--- config.mk ---
export PLATFORM = sky130hd
export DESIGN_NAME = bus_wait_divider
export DESIGN_NICKNAME = d
export VERILOG_FILES = /design/src/rtl/wait_div_pkg.sv /design/src/rtl/wait_ctrl_reg.sv /design/src/rtl/wait_class_decode.sv /design/src/rtl/base_prescaler.sv /design/src/rtl/cycle_counter.sv /design/src/rtl/bus_wait_divider.sv
export SDC_FILE = /design/constraint.sdc
export NUM_CORES = 1
export LEC_CHECK = 0
export CAP_MARGIN = 0
export CORE_ASPECT_RATIO = 0.8
export CORE_UTILIZATION = 41
export DETAILED_ROUTE_END_ITERATION = 8
export PLACE_DENSITY = 0.84
export SLEW_MARGIN = 20
export SYNTH_ARGS = -nofsm -noshare
export SYNTH_HDL_FRONTEND = slang
export SYNTH_SLANG_ARGS = --single-unit
--- constraint.sdc ---
create_clock -name clk_i -period 1.6 [get_ports clk_i]
set_input_delay 0.32 -clock clk_i [delete_from_list [all_inputs] [get_ports clk_i]]
set_output_delay 0.32 -clock clk_i [all_outputs]
set_load 0.03 [all_outputs]
--- src/rtl/wait_div_pkg.sv ---
package wait_div_pkg;
  typedef enum logic [1:0] {
    KIND_IDLE  = 2'd0,
    KIND_READ  = 2'd1,
    KIND_WRITE = 2'd2,
    KIND_OTHER = 2'd3
  } bus_kind_e;

  typedef struct packed {
    logic [1:0] int_sel;
    logic [1:0] ext_sel;
    logic       timer_en;
    logic       ram_dis;
    logic       ram_wr;
  } wait_ctrl_t;

  localparam int LEN_W     = 5;
  localparam int MAX_LEN   = 20;

  // core-side length; settings 2 and 3 do not divide the base rate evenly
  function automatic logic [LEN_W-1:0] cpu_len(input logic [1:0] sel);
    case (sel)
      2'd0:    cpu_len = 5'd2;
      2'd1:    cpu_len = 5'd4;
      2'd2:    cpu_len = 5'd10;
      default: cpu_len = 5'd20;
    endcase
  endfunction

  // timer-side advance stays a clean power of two
  function automatic logic [LEN_W-1:0] timer_len(input logic [1:0] sel);
    case (sel)
      2'd0:    timer_len = 5'd2;
      2'd1:    timer_len = 5'd4;
      2'd2:    timer_len = 5'd8;
      default: timer_len = 5'd16;
    endcase
  endfunction
endpackage

--- src/rtl/wait_ctrl_reg.sv ---
module wait_ctrl_reg
  import wait_div_pkg::*;
(
  input  logic       clk_i,
  input  logic       rst_ni,
  input  logic       we_i,
  input  logic [7:0] wdata_i,
  output wait_ctrl_t ctrl_o
);
  wait_ctrl_t ctrl_q;

  always_ff @(posedge clk_i or negedge rst_ni) begin
    if (!rst_ni) begin
      ctrl_q <= '{int_sel: 2'd0, ext_sel: 2'd0, timer_en: 1'b1, ram_dis: 1'b0, ram_wr: 1'b1};
    end else if (we_i) begin
      ctrl_q.int_sel  <= wdata_i[7:6];
      ctrl_q.ext_sel  <= wdata_i[5:4];
      ctrl_q.timer_en <= wdata_i[3];
      ctrl_q.ram_dis  <= wdata_i[2];
      ctrl_q.ram_wr   <= wdata_i[1];
    end
  end

  assign ctrl_o = ctrl_q;

  a_r9_hold_without_write: assert property (@(posedge clk_i) disable iff (!rst_ni)
    !we_i |=> $stable(ctrl_q));
endmodule

--- src/rtl/wait_class_decode.sv ---
module wait_class_decode
  import wait_div_pkg::*;
#(
  parameter int              ADDR_W    = 16,
  parameter logic [ADDR_W-1:0] IO_BASE   = 16'h00F0,
  parameter logic [ADDR_W-1:0] IO_MASK   = 16'hFFF0,
  parameter logic [ADDR_W-1:0] BOOT_BASE = 16'hFFC0
) (
  input  logic [1:0]        kind_i,
  input  logic [ADDR_W-1:0] addr_i,
  input  logic              boot_en_i,
  input  wait_ctrl_t        ctrl_i,
  output logic              use_int_o,
  output logic [1:0]        sel_o
);
  logic is_idle, in_io, in_boot;

  always_comb begin
    is_idle   = (bus_kind_e'(kind_i) == KIND_IDLE);
    in_io     = ((addr_i & IO_MASK) == IO_BASE);
    in_boot   = boot_en_i && (addr_i >= BOOT_BASE);
    use_int_o = is_idle || in_io || in_boot;
    sel_o     = use_int_o ? ctrl_i.int_sel : ctrl_i.ext_sel;
  end
endmodule

--- src/rtl/base_prescaler.sv ---
module base_prescaler #(
  parameter int DIV = 12
) (
  input  logic clk_i,
  input  logic rst_ni,
  input  logic restart_i,
  output logic tick_o
);
  localparam int PW = (DIV > 1) ? $clog2(DIV) : 1;
  logic [PW-1:0] phase_q;

  assign tick_o = (phase_q == PW'(DIV - 1));

  always_ff @(posedge clk_i or negedge rst_ni) begin
    if (!rst_ni)        phase_q <= '0;
    else if (restart_i) phase_q <= '0;
    else if (tick_o)    phase_q <= '0;
    else                phase_q <= phase_q + 1'b1;
  end

  a_r2_phase_range: assert property (@(posedge clk_i) disable iff (!rst_ni)
    int'(phase_q) < DIV);
endmodule

--- src/rtl/cycle_counter.sv ---
module cycle_counter
  import wait_div_pkg::*;
(
  input  logic             clk_i,
  input  logic             rst_ni,
  input  logic             req_i,
  input  logic [LEN_W-1:0] len_i,
  input  logic [LEN_W-1:0] ticks_i,
  input  logic             base_tick_i,
  output logic             accept_o,
  output logic             busy_o,
  output logic             done_o,
  output logic [LEN_W-1:0] ticks_o
);
  logic [LEN_W-1:0] cnt_q, hold_q, ticks_q;
  logic             busy_q, done_q, last;

  assign accept_o = req_i && !busy_q;
  assign last     = busy_q && base_tick_i && (cnt_q == 5'd1);

  always_ff @(posedge clk_i or negedge rst_ni) begin
    if (!rst_ni) begin
      cnt_q   <= '0;
      hold_q  <= '0;
      busy_q  <= 1'b0;
      done_q  <= 1'b0;
      ticks_q <= '0;
    end else begin
      done_q  <= last;
      ticks_q <= last ? hold_q : '0;
      if (accept_o) begin
        cnt_q  <= len_i;
        hold_q <= ticks_i;
        busy_q <= 1'b1;
      end else if (last) begin
        cnt_q  <= '0;
        busy_q <= 1'b0;
      end else if (busy_q && base_tick_i) begin
        cnt_q  <= cnt_q - 1'b1;
      end
    end
  end

  assign busy_o  = busy_q;
  assign done_o  = done_q;
  assign ticks_o = ticks_q;

  a_r6_single_pulse: assert property (@(posedge clk_i) disable iff (!rst_ni)
    done_q |=> !done_q);
  a_r6_free_on_done: assert property (@(posedge clk_i) disable iff (!rst_ni)
    done_q |-> !busy_q);
  a_r6_fall_with_done: assert property (@(posedge clk_i) disable iff (!rst_ni)
    $fell(busy_q) |-> done_q);
  a_r7_no_reload: assert property (@(posedge clk_i) disable iff (!rst_ni)
    (busy_q && req_i) |=> cnt_q <= $past(cnt_q));
  a_r4_ticks_quiet: assert property (@(posedge clk_i) disable iff (!rst_ni)
    !done_q |-> ticks_q == '0);
  a_r3_len_bound: assert property (@(posedge clk_i) disable iff (!rst_ni)
    int'(cnt_q) <= MAX_LEN);
  a_r3_nonzero_load: assert property (@(posedge clk_i) disable iff (!rst_ni)
    accept_o |-> len_i >= 5'd2);
endmodule

--- src/rtl/bus_wait_divider.sv ---
module bus_wait_divider
  import wait_div_pkg::*;
#(
  parameter int                BASE_DIV  = 12,
  parameter int                ADDR_W    = 16,
  parameter logic [ADDR_W-1:0] IO_BASE   = 16'h00F0,
  parameter logic [ADDR_W-1:0] IO_MASK   = 16'hFFF0,
  parameter logic [ADDR_W-1:0] BOOT_BASE = 16'hFFC0
) (
  input  logic              clk_i,
  input  logic              rst_ni,
  input  logic              req_valid_i,
  input  logic [1:0]        req_kind_i,
  input  logic [ADDR_W-1:0] addr_i,
  input  logic              boot_rom_en_i,
  input  logic              ctrl_we_i,
  input  logic [7:0]        ctrl_wdata_i,
  output logic              busy_o,
  output logic              done_o,
  output logic [4:0]        timer_ticks_o,
  output logic              timer_en_o,
  output logic              ram_writable_o,
  output logic              ram_disable_o
);
  wait_ctrl_t       ctrl;
  logic             use_int, base_tick, accept;
  logic [1:0]       sel;
  logic [LEN_W-1:0] len, ticks;

  wait_ctrl_reg u_ctrl (
    .clk_i  (clk_i),
    .rst_ni (rst_ni),
    .we_i   (ctrl_we_i),
    .wdata_i(ctrl_wdata_i),
    .ctrl_o (ctrl)
  );

  wait_class_decode #(
    .ADDR_W   (ADDR_W),
    .IO_BASE  (IO_BASE),
    .IO_MASK  (IO_MASK),
    .BOOT_BASE(BOOT_BASE)
  ) u_dec (
    .kind_i   (req_kind_i),
    .addr_i   (addr_i),
    .boot_en_i(boot_rom_en_i),
    .ctrl_i   (ctrl),
    .use_int_o(use_int),
    .sel_o    (sel)
  );

  assign len   = cpu_len(sel);
  assign ticks = timer_len(sel);

  base_prescaler #(.DIV(BASE_DIV)) u_presc (
    .clk_i    (clk_i),
    .rst_ni   (rst_ni),
    .restart_i(accept),
    .tick_o   (base_tick)
  );

  cycle_counter u_cnt (
    .clk_i      (clk_i),
    .rst_ni     (rst_ni),
    .req_i      (req_valid_i),
    .len_i      (len),
    .ticks_i    (ticks),
    .base_tick_i(base_tick),
    .accept_o   (accept),
    .busy_o     (busy_o),
    .done_o     (done_o),
    .ticks_o    (timer_ticks_o)
  );

  assign timer_en_o     = ctrl.timer_en;
  assign ram_writable_o = ctrl.ram_wr;
  assign ram_disable_o  = ctrl.ram_dis;

  a_r5_idle_internal: assert property (@(posedge clk_i) disable iff (!rst_ni)
    (accept && req_kind_i == 2'd0) |-> use_int);
  a_r2_done_ends_busy: assert property (@(posedge clk_i) disable iff (!rst_ni)
    $rose(done_o) |-> $past(busy_o));
endmodule

==> run metrics <==
outcome=finished, final reports clean; share of layout cells above drive strength 1=19.41%; HPWL reported at the end of detailed placement=2.210 mm; worst vdd ir=0.7324 mV; part of the total power dissipated in combinational logic=30.7%; Placed Instances=200; post-synthesis cell count=126; Overflow after GRT=0; kind of path behind the tightest hold check=in2async; final layout net count=205; GRT Overall Usage=18.51%; required time worst endpoint=1.79 ns; total power draw=2.147 mW; pre-CTS setup slack=-0.4565 ns; CP arrival=1.77 ns; routability cong.=0.9144; final number of hold-violating endpoints=0; Flop pwr share=44.3%; flip-flop and latch count after synthesis=26; placed standard-cell area=1707 um^2; count of inserted antenna diode cells=0; switching share of power=30.76%; number of distinct library cells after synthesis=37; fin. max-slew vios=0; CTS Sinks=26; post-detailed-route DRC marker count=0; internal power summed over all cells=1.486 mW; row count=17; critical path class=in2reg; Final Instance Area=1831 um^2; deepest level of the CTS H-tree=1; final core utilization=64.22%; cell area after synthesis=1277 um^2; Highest Clock Rate=633.5 MHz; number of vias after detailed routing=1113; vias per cell=5.351; worst setup path startpoint=addr_i[8]; first-pass GRT wire length=4.623 mm; Final Setup Violations=0; Die Area=3344 um^2; maximum fanout along the worst path=7; portion of synthesized cell area occupied by the leading cell type=47.01%; count of yosys warnings during synthesis=0; worst setup slack after layout=0.02154 ns; Mapped Nets=160; buffer type at the clock tree root=sky130_fd_sc_hd__clkbuf_8; initial antenna violation count=0; First-pass DRT Iterations=4; final antenna-violating net count=0; type of element launching the critical path=input pin; clock latency at the later pin of the worst-skew pair=0.27 ns; Layout Cells excl Fill=208; largest cells by area after synthesis=sky130_fd_sc_hd__dfrtp_1 47%, sky130_fd_sc_hd__mux2_2 5.3%, sky130_fd_sc_hd__dfstp_2 4.1%; via count of the first global-routing pass=1038; reg-to-reg critical path startpoint=u_presc.phase_q[0]; Top Ports=41; area delta synth->final=43.29%; effective utilization at floorplan=44.82%; Max Buffers Root-to-Sink=2; Setup TNS Final=0 ns; die extent in y=51.93 um; pin count of the biggest net entering global routing=27; portion of the clock cycle consumed by the worst path in the final layout=98.65%; final wirelength=2.886 mm; Worst Skew=0.001124 ns; sequential share of the synthesized area=51.13%; per-instance average area after synthesis=10.14 um^2; net load switching power=660.2 uW; cell count of the worst reg-to-reg path=6; Worst Hold Slack=0.4058 ns; Die Width=64.41 um; placeable core region=2850 um^2; Filler cells=239; final worst path period need=1.578 ns; Max Cap Viol=0; reported leakage power=0.8919 nW; most area-hungry cell type in the Yosys netlist=sky130_fd_sc_hd__dfrtp_1; number of design-rule violations left by the first detailed-router iteration=58; clock tree from TritonCTS=done; clock buffers created by TritonCTS=3; power density over the cells=1173 nW/um^2; average wire length per cell after detail routing=13.88 um; nature of the critical path endpoint=flip-flop; number of input and output port buffers inserted=34; relative contribution of the clock network to total power=25.0%; clock-pin transition on the worst setup and hold timing paths=0.09 ns
-- power by group through the flow --
stage	registers [mW]	logic, mW	clock network (mW)
6_report	0.951	0.660	0.536
4_1_cts	0.946	0.642	0.551
3_5_place_dp	0.958	0.651	0
2_1_floorplan	0.953	0.394	0
3_3_place_gp	0.944	0.621	0
5_1_grt	0.973	0.735	0.577
-- path summary, 6_finish.rpt --
path / slack, ns / to
max in group asynchronous: 0.91 / u_ctrl.ctrl_o[2]
min reg2reg: 0.47 / u_presc.phase_q[0]
max reg2reg: 0.11 / u_cnt.cnt_q[1]
min: 0.41 / u_ctrl.ctrl_o[1]
min in group clk_i: 0.47 / u_presc.phase_q[0]
max: 0.02 / u_cnt.cnt_q[3]
-- layout make-up --
class	instances	area (um^2)	area share [%]
Tap cell	38	47.55	2.597
Multi-Input combinational cell	90	624.3	34.11
Clock buffer	3	41.29	2.256
Timing Repair Buffer	46	419.2	22.90
Sequential cell	26	653.1	35.68
Clock inverter	1	30.03	1.640
Inverter	4	15.01	0.8202
-- cells by family (layout without fill, tap and decap cells) --
family	after synthesis	in the layout	share of synthesized area, %
and+or+nand+nor	53	53	22.14
DFF	26	26	51.13
AOI/OAI and AO/OA	24	24	12.15
buffers and inverters	10	54	3.819
muxes	8	8	6.856
adders and majority gates	3	3	2.939
other	1	1	0.2935
xor gates and xnor gates	1	1	0.6857
-- worst max-delay path: stages --
cell and delay [ns]:
sky130_fd_sc_hd__dlygate4sd2_1 0.28, sky130_fd_sc_hd__nand3_1 0.09, sky130_fd_sc_hd__or3_4 0.38, sky130_fd_sc_hd__and2_4 0.17, sky130_fd_sc_hd__o31a_1 0.31, sky130_fd_sc_hd__a211oi_2 0.21
-- synth_stat cells --
cell type                  instances
sky130_fd_sc_hd__ha_1              3
sky130_fd_sc_hd__a311oi_1          1
sky130_fd_sc_hd__o21ai_0           4
sky130_fd_sc_hd__inv_1             4
sky130_fd_sc_hd__mux2_2            6
sky130_fd_sc_hd__or3_4             1
sky130_fd_sc_hd__dfrtp_1          24
sky130_fd_sc_hd__nand3_1           3
sky130_fd_sc_hd__buf_6             1
sky130_fd_sc_hd__mux2i_1           2
sky130_fd_sc_hd__o311a_1           1
sky130_fd_sc_hd__nand2b_1          2
sky130_fd_sc_hd__nand4_1           3
sky130_fd_sc_hd__and2_1            3
sky130_fd_sc_hd__and4b_1           2
sky130_fd_sc_hd__o21a_1            1
sky130_fd_sc_hd__a211oi_2          1
sky130_fd_sc_hd__nor4_1            1
sky130_fd_sc_hd__a41oi_1           1
sky130_fd_sc_hd__a211oi_1          1
sky130_fd_sc_hd__nor3b_1           1
sky130_fd_sc_hd__a31oi_1           3
sky130_fd_sc_hd__nand2_1          11
sky130_fd_sc_hd__nor2b_1           1
sky130_fd_sc_hd__clkbuf_1          4
sky130_fd_sc_hd__nor4b_1           2
sky130_fd_sc_hd__nor2_1           11
sky130_fd_sc_hd__a21oi_1           9
sky130_fd_sc_hd__or3_1             1
sky130_fd_sc_hd__xnor2_1           1
sky130_fd_sc_hd__and3_1            4
sky130_fd_sc_hd__a21o_1            1
sky130_fd_sc_hd__dfstp_2           2
sky130_fd_sc_hd__o31a_1            1
sky130_fd_sc_hd__nor3_1            7
sky130_fd_sc_hd__buf_4             1
sky130_fd_sc_hd__conb_1            1
-- timing repair --
item                                    in CTS  in global routing
endpoints found under the setup margin      13                  6
hold buffers                                 0                  0
pin swaps                                    9                  7
setup buffers                                3                  2
resized for setup                           18                 13
-- cells in the final DEF (no fill, tap or decap), types with 2 or more instances in the layout --
cell type                          n
sky130_fd_sc_hd__and4b_1           2
sky130_fd_sc_hd__nand2b_1          2
sky130_fd_sc_hd__mux2_2            6
sky130_fd_sc_hd__dfrtp_1          24
sky130_fd_sc_hd__nor4b_4           2
sky130_fd_sc_hd__nor3_1            7
sky130_fd_sc_hd__inv_1             4
sky130_fd_sc_hd__ha_1              3
sky130_fd_sc_hd__clkdlybuf4s50_1  12
sky130_fd_sc_hd__o21ai_0           3
sky130_fd_sc_hd__and2_1            2
sky130_fd_sc_hd__a31oi_1           2
sky130_fd_sc_hd__and3_1            4
sky130_fd_sc_hd__buf_4            12
sky130_fd_sc_hd__a21oi_1           9
sky130_fd_sc_hd__nand3_1           3
sky130_fd_sc_hd__dfstp_2           2
sky130_fd_sc_hd__dlygate4sd2_1    15
sky130_fd_sc_hd__clkbuf_8          3
sky130_fd_sc_hd__nand4_1           3
sky130_fd_sc_hd__nand2_1          11
sky130_fd_sc_hd__nor2_1           11
sky130_fd_sc_hd__dlymetal6s2s_1    5
-- layer usage --
metal | track usage [%] | routed length (um) | vias to the layer above
met3 | 5.482 | 160 | 2
met4 | 3.333 | 11 | 0
met1 | 22.68 | 1242 | 539
met5 | 0 | 0 | -
li1 | - | - | 535
met2 | 32.63 | 1472 | 37
-- registers in the layout, indices dropped and copies added, names as in the netlist --
register / flops
u_cnt.busy_o: 1
u_cnt.cnt_q: 5
u_cnt.done_o: 1
u_cnt.hold_q: 4
u_cnt.ticks_o: 4
u_ctrl.ctrl_o: 7
u_presc.phase_q: 4
Note: power is estimated with default switching activity, not from simulation.
